==> config.mk <==
export PLATFORM = sky130hd
export DESIGN_NAME = bch_serial_enc
export DESIGN_NICKNAME = d
export VERILOG_FILES = /design/src/rtl/bch_enc_pkg.sv /design/src/rtl/bch_par_lfsr.sv /design/src/rtl/bch_word_seq.sv /design/src/rtl/bch_serial_enc.sv
export SDC_FILE = /design/constraint.sdc
export NUM_CORES = 1
export LEC_CHECK = 0
export BUFFER_PORTS_ARGS = -buffer_cell sky130_fd_sc_hd__buf_2
export CORE_MARGIN = 3
export CORE_UTILIZATION = 55
export CTS_CLUSTER_DIAMETER = 30
export DETAILED_ROUTE_END_ITERATION = 8
export GPL_TIMING_DRIVEN = 0
export HOLD_SLACK_MARGIN = 0.03
export PLACE_DENSITY = 0.78
export SLEW_MARGIN = 15
export SYNTH_ARGS = -nofsm -noshare
export SYNTH_HDL_FRONTEND = slang
export SYNTH_SLANG_ARGS = --single-unit
==> constraint.sdc <==
create_clock -name clk -period 5.2 [get_ports clk]
set_clock_uncertainty 0.2 [all_clocks]
set_input_delay 0.26 -clock clk [delete_from_list [all_inputs] [get_ports clk]]
set_output_delay 0.26 -clock clk [all_outputs]
set_load 0.05 [all_outputs]
==> src/rtl/bch_enc_pkg.sv <==
`timescale 1ns/1ps
package bch_enc_pkg;
  typedef enum logic {
    PH_DATA   = 1'b0,
    PH_PARITY = 1'b1
  } enc_phase_e;
endpackage

==> src/rtl/bch_par_lfsr.sv <==
`timescale 1ns/1ps
// Remainder register: divides message*x^PAR_W by the generator, then drains MSB first.
module bch_par_lfsr #(
  parameter int          PAR_W    = 8,
  parameter logic [PAR_W:0] GEN_POLY = 9'h1D1
) (
  input  logic clk,
  input  logic rst,
  input  logic en,
  input  logic absorb,
  input  logic restart,
  input  logic din,
  input  logic drain,
  output logic par_msb
);
  logic [PAR_W-1:0] rem_q;
  logic [PAR_W-1:0] base;
  logic [PAR_W-1:0] rem_d;
  logic             fb;

  always_comb begin
    base = restart ? '0 : rem_q;
    fb   = din ^ base[PAR_W-1];
    if (absorb)
      rem_d = {base[PAR_W-2:0], 1'b0} ^ (fb ? GEN_POLY[PAR_W-1:0] : '0);
    else
      rem_d = {rem_q[PAR_W-2:0], 1'b0};
  end

  always_ff @(posedge clk) begin
    if (rst)
      rem_q <= '0;
    else if (en && (absorb || drain))
      rem_q <= rem_d;
  end

  assign par_msb = rem_q[PAR_W-1];

  // with enable low the remainder does not move
  a_r7_rem_frozen: assert property (@(posedge clk) disable iff (rst)
    !en |=> $stable(rem_q));
endmodule

==> src/rtl/bch_word_seq.sv <==
`timescale 1ns/1ps
// Word sequencer: counts message bits, then parity slots.
module bch_word_seq
  import bch_enc_pkg::*;
#(
  parameter int K     = 7,
  parameter int PAR_W = 8,
  parameter int CNT_W = 4
) (
  input  logic       clk,
  input  logic       rst,
  input  logic       in_fire,
  input  logic       par_fire,
  input  logic       in_start,
  output enc_phase_e phase,
  output logic       first_bit
);
  localparam logic [CNT_W-1:0] LAST_DATA = CNT_W'(K - 1);
  localparam logic [CNT_W-1:0] LAST_PAR  = CNT_W'(PAR_W - 1);

  logic [CNT_W-1:0] dcnt_q;
  logic [CNT_W-1:0] pcnt_q;
  logic [CNT_W-1:0] dbase;

  assign dbase     = in_start ? '0 : dcnt_q;
  assign first_bit = (dbase == '0);

  always_ff @(posedge clk) begin
    if (rst) begin
      phase  <= PH_DATA;
      dcnt_q <= '0;
      pcnt_q <= '0;
    end else begin
      if (in_fire) begin
        if (dbase == LAST_DATA) begin
          phase  <= PH_PARITY;
          dcnt_q <= '0;
        end else begin
          dcnt_q <= dbase + 1'b1;
        end
      end
      if (par_fire) begin
        if (pcnt_q == LAST_PAR) begin
          phase  <= PH_DATA;
          pcnt_q <= '0;
        end else begin
          pcnt_q <= pcnt_q + 1'b1;
        end
      end
    end
  end

  // the parity tail cannot end without emitting its last slot
  a_r3_parity_span: assert property (@(posedge clk) disable iff (rst)
    (phase == PH_PARITY) && !par_fire |=> (phase == PH_PARITY));
endmodule

==> src/rtl/bch_serial_enc.sv <==
`timescale 1ns/1ps
module bch_serial_enc
  import bch_enc_pkg::*;
#(
  parameter int             M        = 4,
  parameter int             T        = 2,
  parameter int             PAR_W    = M * T,
  parameter int             K        = (2 ** M - 1) - PAR_W,
  parameter logic [PAR_W:0] GEN_POLY = 9'h1D1
) (
  input  logic clk,
  input  logic rst,
  input  logic en,
  input  logic in_valid,
  output logic in_ready,
  input  logic in_bit,
  input  logic in_start,
  output logic out_valid,
  input  logic out_ready,
  output logic out_bit,
  output logic out_start
);
  localparam int N_FULL = 2 ** M - 1;
  localparam int CNT_W  = $clog2(N_FULL + 1);

  enc_phase_e phase;
  logic       first_bit;
  logic       par_msb;
  logic       slot_free;
  logic       in_fire;
  logic       par_fire;

  assign slot_free = !out_valid || out_ready;
  assign in_ready  = en && (phase == PH_DATA) && slot_free;
  assign in_fire   = in_ready && in_valid;
  assign par_fire  = en && (phase == PH_PARITY) && slot_free;

  bch_word_seq #(
    .K     (K),
    .PAR_W (PAR_W),
    .CNT_W (CNT_W)
  ) u_seq (
    .clk       (clk),
    .rst       (rst),
    .in_fire   (in_fire),
    .par_fire  (par_fire),
    .in_start  (in_start),
    .phase     (phase),
    .first_bit (first_bit)
  );

  bch_par_lfsr #(
    .PAR_W    (PAR_W),
    .GEN_POLY (GEN_POLY)
  ) u_lfsr (
    .clk     (clk),
    .rst     (rst),
    .en      (en),
    .absorb  (in_fire),
    .restart (in_start),
    .din     (in_bit),
    .drain   (par_fire),
    .par_msb (par_msb)
  );

  always_ff @(posedge clk) begin
    if (rst) begin
      out_valid <= 1'b0;
      out_bit   <= 1'b0;
      out_start <= 1'b0;
    end else if (en) begin
      if (in_fire) begin
        out_valid <= 1'b1;
        out_bit   <= in_bit;
        out_start <= first_bit;
      end else if (par_fire) begin
        out_valid <= 1'b1;
        out_bit   <= par_msb;
        out_start <= 1'b0;
      end else if (out_ready) begin
        out_valid <= 1'b0;
        out_start <= 1'b0;
      end
    end
  end

  // reset empties the output stage
  a_r1_reset_clears: assert property (@(posedge clk)
    rst |=> !out_valid && !out_start);

  // a stalled output holds
  a_r5_hold_stalled: assert property (@(posedge clk) disable iff (rst)
    out_valid && !(en && out_ready) |=> out_valid && $stable(out_bit) && $stable(out_start));

  // an accepted bit is presented one clock later
  a_r6_pass_through: assert property (@(posedge clk) disable iff (rst)
    in_valid && in_ready |=> out_valid && (out_bit == $past(in_bit)));

  // a start marker never stands without a valid bit
  a_r4_start_valid: assert property (@(posedge clk) disable iff (rst)
    out_start |-> out_valid);
endmodule

==> results of run 1 <==
## synthesized netlist by cell type, drive strengths merged (3+ instances only)
master   n
clkbuf   5
dfxtp   20
nand2b   3
a21oi   15
nand2    9
buf      5
nor2     9
o21ai    6
nand3    7
or4      3
nor2b    3
nor3     3
inv      3
## path summary, 6_finish.rpt
| check | endpoint | start | slack, ns |
|---|---|---|---|
| setup / recovery | u_seq.phase$_SDFF_PP0_ | u_seq.phase$_SDFF_PP0_ | 3.32 |
| hold / removal | out_valid$_SDFFE_PP0P_ | out_ready | 0.04 |
| setup reg to reg | u_seq.phase$_SDFF_PP0_ | u_seq.phase$_SDFF_PP0_ | 3.32 |
| hold reg to reg | u_lfsr.rem_q[1]$_SDFFE_PP0P_ | u_lfsr.rem_q[1]$_SDFFE_PP0P_ | 0.26 |
## cell families (layout without fill, tap and decap cells)
| group | after synthesis | count (layout) |
|---|---|---|
| simple gates | 55 | 55 |
| compound gates | 38 | 38 |
| flops | 20 | 20 |
| buf+inv | 13 | 28 |
| xor+xnor | 2 | 2 |
| mux | 2 | 2 |
| fa+ha+maj | 1 | 1 |
## power breakdown
group,internal (mW),switching [mW]
Sequential,0.158,0.00272
Combinational,0.0181,0.0304
Clock,0.0779,0.0506
## state kept, by name (all words and copies together), names as in the netlist
name	flops
u_lfsr.rem_q	8
u_seq.pcnt_q	4
out_start	1
out_bit	1
out_valid	1
u_seq.phase	1
u_seq.dcnt_q	4
## worst reg2reg max path, stage by stage (launching register included)
cell and delay [ns]:
dfxtp_1 0.38, and2b_1 0.29, nand3_2 0.13, or4_1 0.52, a221oi_2 0.28
## layer usage
layer | GRT usage [%] | routed length (um) | share of wire (%)
met4 | 5.38 | 17 | 0.77
met5 | 0 | 0 | 0
met3 | 2.67 | 79 | 3.6
met2 | 34.1 | 1060 | 48
met1 | 24.8 | 1050 | 48
## what timing repair did
| action | CTS | global route |
|---|---|---|
| hold buffers | 1 | 0 |
| hold endpoints to repair | 1 | 0 |
| gates resized for setup | 0 | 0 |
| setup endpoints to repair | 0 | 0 |
## per-stage QoR
step           worst slack [ns]  util [%]  hold WS, ns
6_report                   3.32      68.8       0.0429
4_1_cts                    3.30      68.8       0.0327
3_3_place_gp               3.35      65.3        0.243
3_5_place_dp               3.32      65.3        0.248
5_1_grt                    3.21      68.8       0.0537
2_1_floorplan              3.19         -        0.142
## final cells by class
class,count,area (um^2),area share [%]
plain buffers,10,50.0,4.08
clock buffers,3,22.5,1.84
clock inverters,1,30.0,2.45
inverters,3,11.3,0.918
multi-input cells,98,621,50.6
flip-flops and latches,20,400,32.7
well taps,25,31.3,2.55
repair buffers,11,60.1,4.90
==> run metrics, run 1 <==
Crit Path Max Fanout=7; post-route minimum period=1.88 ns; synthesized-area fraction occupied by and/or/nand/nor cells=29.2%; post-route ant nets=0; WP depth=4; post-synthesis cell count=131; Area growth, synth to finish=13.3%; Primary FF master, synth=dfxtp_1; Final Non-Filler Cells=~170; Post-synth EDFFs=0; Hold Path Class=in2reg; headroom to the max-slew limit=53.4%; Crit path arrival time=1.91 ns; synthesized area=0.00108 mm^2; P_leak=between 0.4 and 0.5 nW; Synth Area in Adders=1.16%; Ys Warns=0; cells along the critical path=and2b_1, nand3_2, or4_1, a221oi_2; Worst Setup End Kind=flip-flop; Core ar.=0.00178 mm^2; Ports=11; Port Buf Inserts=10; Synth async-reset ratio=0%; kind of start point of the critical path=flip-flop; final wirelength=2200 um; Post-Layout Inst Area=0.00123 mm^2; area share of the largest cell type after synthesis=~37%; flops & latches, synth=20; DP Area=about 0.0012 mm^2; Sink Count=20; Post-CTS Setup Inserts=0; Root Driver=clkbuf_4; Final period util=a little over a third; FP Rows=15; Max-Cap Viols=0; Sum Neg Setup Slack=0 ns; initial DRC count=24; largest net degree at the start of global routing=13; Seq/Total Area, Yosys=37.0%; total CTS buffers=3; Vias=999; layout cells sized above 1=between 15 and 20%; # diodes=0; WL/cell=12.9 um; Max rail drop VDD=0.000195 V; complex-gate fraction of the synthesized area=23.5%; post-DP HPWL=1610 um; overall power=0.337 mW; commonest cells after routing, fill and taps aside=20 x dfxtp_1, 15 x a21oi_1, 14 x buf_2, 9 x nand2_1, 9 x nor2_1; H-tree levels=1; post-synthesis mux area share=under 10%; Max Transition Viols Final=0; Max Root-Sink Buffers=2; most common cell after layout, fill and taps aside=dfxtp_1; Die Y=~50 um; Slew @ Worst Pin=0.695 ns; fill count=156; vias per inst=5.84; vias in the first global route=roughly 920; DIE AREA=0.00254 mm^2; final setup vio count=0; placed insts=about 170; TritonRoute pass-1 iters=4; worst-case reg-to-reg path depth=4; crit path buf inv count=0; final global-route overflow total=0; main combinational cell family by area after synthesis=simple AND/OR/NAND/NOR gates; initial antenna violation count=0; CTS tree=done; Fmax=532 MHz; CP peak stage delay=0.52 ns; Initial Util=60.7%; top area cells in the synthesized netlist=dfxtp_1 37%, a21oi_1 6.9%, nand2_1 3.1%; syn_nets=roughly 140; status=completed; Mapped Avg Cell Area=between 8 and 9 um^2; Crit path max-delay family=simple AND/OR/NAND/NOR gates; number of remaining DRC errors=0; post-synthesis cell type count=45; Die X=50.4 um; xor and xnor fraction of the mapped netlist area=1.62%; clock slew at reported path FFs=0.12 ns; first-pass GRT wire length=approximately 4000 um; CP max stage cell=or4_1; Cell Pwr Density=275 mW/mm^2; Hold Vio Cnt, Final=0; cell taking the most area after synthesis=dfxtp_1; Clk Latency, worst-skew pair=~0.3 ns; gr usage total=19.5%; critical path required time=5.23 ns; hold path cells=4; critical path class=reg2reg; gpl congestion=roughly 0.8; RSZ-0062 raised after global routing=no; Final nets=155
No activity file was read; power rests on OpenSTA's default activity.
==> run 2: changes to the inputs <==
Settings changed: ABC_AREA from default to 1, CORE_UTILIZATION 55 to 50, PLACE_DENSITY 0.78 to 0.75.
Clock period 5.2 ns to 1.5 ns, I/O delays scaled along.
==> run 2 against run 1 <==
  * The run now ends with negative hold slack left
  * Flip-flop and latch count did not move
  * Design area rose by 1.3%
  * Critical endpoint is now in_ready
  * Die area rose by 4.9%
  * Largest cell class unchanged
  * Cell count up 19%
==> run metrics, run 2 <==
status=finished, violations left; failing checks=negative hold slack; synthesized area=around 0.0010 mm^2; Cell Pwr Density=814 mW/mm^2; Die X=51.6 um; Max-Cap Viols=0; top area cells in the synthesized netlist=dfxtp_1 39%, nand2_1 13%, nand3_1 8.7%; clock slew at reported path FFs=roughly 0.11 ns; Clock power frac=25.7%; crit path buf inv count=2; post-route ant nets=0; Post-CTS Hold Fix Bufs=5; critical path class=reg2out; Final period util=93.2%; Slew @ Worst Pin=approximately 0.47 ns; RSZ-0062 raised after global routing=no; biggest regs=u_lfsr.rem_q x8, u_seq.dcnt_q x4, u_seq.pcnt_q x4; Biggest register=u_lfsr.rem_q; Crit Path Max Fanout=4; cell taking the most area after synthesis=dfxtp_1; CP peak stage delay=0.36 ns; critical path required time=1.22 ns; first-pass GRT wire length=3760 um; final global-route overflow total=0; Die Y=~52 um; Crit path max-delay family=flip-flops; Core Util, Final=67.6%; Ports=11; Ys Warns=0; Max rail drop VDD=0.000645 V; Area growth, synth to finish=19.6%; final wirelength=2280 um; commonest cells after routing, fill and taps aside=35 x nand2_1, 20 x inv_1, 19 x nor2_1, 18 x nand3_1, 18 x dfxtp_1; area share of the largest cell type after synthesis=38.6%; Sum Neg Setup Slack=0 ns; initial DRC count=20; Switching Fraction=roughly 28%; Hold WS=-0.0129 ns; Initial Util=56.5%; Sink Count=20; Max Transition Viols Final=0; Root Driver=clkbuf_4; number of remaining DRC errors=0; Gate power share=between 10% and 20%; Commonest cells post-synth=36 x nand2_1, 20 x dfxtp_1, 20 x inv_1; layout cells sized above 1=approximately 15%; Core ar.=0.00184 mm^2; post-synthesis cell type count=20; sw power=0.287 mW; Clk Latency, worst-skew pair=0.29 ns; headroom to the max-slew limit=68.8%; Post-synth EDFFs=0; WL/cell=11.2 um; Mapped Avg Cell Area=6.66 um^2; Int Pwr=0.725 mW; GR Util met2=33.9%; FF+latch area=405 um^2; top-count cell post-synth=nand2_1; FP Rows=15; Final nets=187; Crit. Startpoint=out_valid$_SDFFE_PP0P_; largest net degree at the start of global routing=12; Fmax=715 MHz; met1 usage=21.3%; TritonRoute pass-1 iters=4; Crit path arrival time=1.12 ns; sequential cell fraction of total power=56.3%; kind of start point of the critical path=flip-flop; DIE AREA=0.00266 mm^2; CTS tree=done; Worst Setup End Kind=output port; vias in the first global route=950; cells along the critical path=nand2_2, nand3_1, inv_1, buf_4; grt peak-use layer=met2; P_leak=0.561 nW; Hold Vio Cnt, Final=1; Max Root-Sink Buffers=2; post-synthesis cell count=156; syn_nets=164; total CTS buffers=3; fill count=165; Reg2Reg Setup Slack=0.10 ns; Largest register FFs=8; DP Area=between 0.001 and 0.0015 mm^2; flops & latches, synth=20; H-tree levels=1; initial antenna violation count=0; # diodes=0; gpl congestion=0.829; Primary FF master, synth=dfxtp_1; Hold Path Origin=in_valid; Multi-input gate area=549 um^2; CP max stage cell=dfxtp_4; Seq/Total Area, Yosys=38.6%; post-DP HPWL=1600 um; final setup vio count=0; gr usage total=18.7%; Synth async-reset ratio=0%; Port Buf Inserts=10; r2r startpoint=out_valid$_SDFFE_PP0P_; Hold Path Class=in2reg; Vias=~1,000; most common cell after layout, fill and taps aside=nand2_1; Post-Layout Inst Area=0.00124 mm^2; GR Util met3=2.87%; post-route minimum period=1.40 ns; vias per inst=between 5 and 6
==> run 2: cell count changes in the layout (fill, tap and decap cells not counted), moves of 3 or more <==
cell,previous run,this run
buf_2,14,9
or4_1,3,0
o21ai_0,6,12
buf_4,0,6
nand2_1,9,35
nand3_1,6,18
nor2b_1,3,0
dlygate4sd3_1,1,5
clkbuf_1,5,2
nand2b_1,3,0
inv_1,3,20
nor2_1,9,19
==> run 2: layout make-up <==
type	count	area share [%]
Timing Repair Buffer	18	10.1
Clock buffer	4	2.11
Multi-Input combinational cell	110	44.2
Tap cell	25	2.52
Sequential cell	20	32.6
Inverter	23	6.95
Buffer	3	1.51
==> run 2: cell families (layout without fill, tap and decap cells) <==
group           after synthesis  after routing  synth area share, %
compound gates               28             28                 14.5
xor+xnor                      2              2                 1.69
fa+ha+maj                     1              1                 1.20
flops                        20             20                 38.6
simple gates                 79             79                 34.0
buf+inv                      26             48                 10.1
==> run 2: worst reg2reg max path: stages (launching register included) <==
cell     delay (ns)
dfxtp_4        0.36
nand2_2        0.14
nand3_2        0.18
nor3_2         0.19
nand2_1        0.07
nand2_1        0.11
nor2_1         0.05
==> run 2: worst paths after layout <==
path / depth (start not counted) / end
setup / recovery: 4 / in_ready
hold reg to reg: 2 / u_lfsr.rem_q[0]$_SDFFE_PP0P_
setup reg to reg: 6 / u_seq.pcnt_q[3]$_SDFFE_PP0P_
hold / removal: 3 / out_valid$_SDFFE_PP0P_
==> run 2: metrics by stage <==
stage	power [mW]	worst slack, ns	cells
6_report	1.01	0.102	203
4_1_cts	1.01	0.0354	200
3_3_place_gp	0.736	0.0213	191
3_5_place_dp	0.741	-0.0274	191
2_1_floorplan	0.696	0.0117	156
5_1_grt	1.06	0.0123	203
==> run 2: repair_timing <==
item,in CTS,in global routing
pin swaps,1,2
hold endpoints to repair,12,1
gates resized for setup,3,3
buffers inserted,0,3
endpoints found under the setup margin,14,15
==> run 2: power by group through the flow <==
stage | Combinational [mW] | Clock (mW) | Sequential (mW)
after CTS | 0.174 | 0.266 | 0.569
after detailed placement | 0.160 | 0 | 0.581
after global placement | 0.156 | 0 | 0.580
final | 0.182 | 0.260 | 0.570
after floorplan | 0.101 | 0 | 0.595
after global routing | 0.201 | 0.289 | 0.571
==> run 2: metal layers <==
metal | part of all wire (%) | wire length, um
met3 | 4.3 | 99
met2 | 51 | 1160
met1 | 44 | 1010
met5 | 0 | 0
met4 | 0.75 | 17
==> run 3: changes to the inputs <==
==> constraint.sdc (replaced) <==
create_clock -name clk -period 1.5 [get_ports clk]
set_clock_uncertainty 0.2 [all_clocks]
set_input_delay 0.3 -clock clk [delete_from_list [all_inputs] [get_ports clk]]
set_output_delay 0.3 -clock clk [all_outputs]
set_load 0.05 [all_outputs]
==> run 3 against run 2 <==
  * The flow finishes with violations (negative setup slack)
  * Flip-flop and latch count did not move
  * Cell count shrank 1.5%
  * Sequential power about the same
  * Critical path type unchanged
  * Non-clock buffer count down 3
  * Largest cell class unchanged
  * Global-route usage is 0.24 points lower
==> run metrics, run 3 (same netlist as run 2, synthesis figures left out) <==
Clk Latency, worst-skew pair=0.29 ns; Max-Cap Viols=0; Hold Path Class=in2reg; Final period util=103%; largest net degree at the start of global routing=12; headroom to the max-slew limit=between 60 and 70%; vias per inst=approximately 5.2; initial DRC count=20; most common cell after layout, fill and taps aside=nand2_1; post-DP HPWL=between 1500 and 2000 um; gpl congestion=0.829; final wirelength=2310 um; Die Y=51.6 um; Area growth, synth to finish=18.8%; Hold Path Origin=in_bit; Cell Pwr Density=814 mW/mm^2; CTS tree=done; placed insts=191; Max Root-Sink Buffers=2; hold path cells=3; Crit path arrival time=1.05 ns; r2r startpoint=u_seq.phase$_SDFF_PP0_; post-route ant nets=0; FP Rows=15; initial antenna violation count=0; P_leak=0.579 nW; critical path required time=1.00 ns; Worst Setup End Kind=output port; Vias=approximately 1,000; Final nets=184; Slew @ Worst Pin=0.461 ns; failing checks=negative setup slack; RSZ-0062 raised after global routing=yes; vias in the first global route=935; worst-case reg-to-reg path depth=7; kind of start point of the critical path=flip-flop; final global-route overflow total=0; first-pass GRT wire length=3680 um; Max Transition Viols Final=0; DIE AREA=roughly 0.0027 mm^2; RR Endpoint=u_lfsr.rem_q[4]$_SDFFE_PP0P_; TritonRoute pass-1 iters=6; Hold WS=0.101 ns; Sink Count=20; H-tree levels=1; critical path class=reg2out; Initial Util=around 56%; hold path endpoint=out_bit$_SDFFE_PP0P_; Ports=11; biggest regs=u_lfsr.rem_q x8, u_seq.dcnt_q x4, u_seq.pcnt_q x4; number of remaining DRC errors=0; layout cells sized above 1=18.3%; Max rail drop VDD=0.000643 V; Reg2Reg Setup Slack=0.07 ns; post-route setup slack=-0.0471 ns; # diodes=0; total CTS buffers=3; final setup vio count=1; Post-CTS Hold Fix Bufs=0; Core ar.=0.00184 mm^2; Biggest register=u_lfsr.rem_q; WL/cell=11.6 um; Root Driver=clkbuf_4; clock slew at reported path FFs=0.10 ns; Port Buf Inserts=10; Hold Vio Cnt, Final=0; gr usage total=between 15 and 20%; Fmax=646 MHz; Die X=51.6 um; post-route minimum period=between 1.5 and 2 ns; Crit Path Max Fanout=3; Final Non-Filler Cells=200; commonest cells after routing, fill and taps aside=35 x nand2_1, 19 x nor2_1, 18 x inv_1, 18 x dfxtp_1, 17 x nand3_1; status=finished, violations left; Largest register FFs=8
==> run 3: changes by cell type in the layout (fill, tap and decap cells not counted), sizes merged <==
cell,previous run,this run
buf,15,17
dlygate4sd3,5,0
==> run 3: timing repair <==
item	in CTS	in global routing
setup endpoints to repair	14	18
hold endpoints to repair	0	0
gates resized for setup	8	5
pin swaps	1	0
setup buffers	3	2
==> run 3: worst max-delay path, cell delays in order, from the launching register on <==
cell     delay [ns]
dfxtp_4        0.37
inv_2          0.08
nand3_2        0.09
inv_2          0.07
buf_8          0.14
==> run 3: report_power, final <==
part / internal (mW) / switching (mW)
clock: 0.103 / 0.153
sequential: 0.552 / 0.0167
combinational: 0.0638 / 0.116
==> run 3: layer usage <==
| layer | vias to the layer above | wire, um | global-route usage [%] |
|---|---|---|---|
| met2 | 22 | 1180 | 33.5 |
| met3 | 4 | 82 | 2.87 |
| met4 | 0 | 24 | 8.30 |
| met5 | - | 0 | 0 |
| met1 | 473 | 1020 | 21.0 |
| li1 | 539 | - | - |
==> run 3: worst max-delay path by stage <==
stage | start | end | depth (start not counted)
after CTS | u_seq.phase$_SDFF_PP0_ | in_ready | 4
after detailed placement | out_ready | u_lfsr.rem_q[4]$_SDFFE_PP0P_ | 10
after global routing | out_valid$_SDFFE_PP0P_ | in_ready | 4
after floorplan | out_valid$_SDFFE_PP0P_ | u_lfsr.rem_q[7]$_SDFFE_PP0P_ | 8
final | u_seq.phase$_SDFF_PP0_ | in_ready | 4
after global placement | out_ready | u_lfsr.rem_q[7]$_SDFFE_PP0P_ | 10
==> run 3: through the flow <==
stage / total power, mW / area [um^2] / utilization, % / setup TNS [ns] / worst slack, ns
after floorplan: 0.696 / 1040 / - / 0 / 0.0117
after global placement: 0.736 / 1120 / 61.1 / -1.05 / -0.109
after detailed placement: 0.741 / 1120 / 61.1 / -1.55 / -0.138
after CTS: 1.00 / 1190 / 65.0 / -0.0434 / -0.0164
after global routing: 1.05 / 1230 / 67.1 / -0.141 / -0.0857
final: 1.00 / 1230 / 67.1 / -0.0471 / -0.0471
==> run 3: cell type report <==
| cell class | instances | area [um^2] |
|---|---|---|
| timing repair buffer | 15 | 97.6 |
| sequential | 20 | 408 |
| fill | 162 | 606 |
| clock buffer | 4 | 26.3 |
| multi-input combinational | 110 | 566 |
| inverter | 23 | 86.3 |
| buffer | 3 | 18.8 |
| tap | 25 | 31.3 |
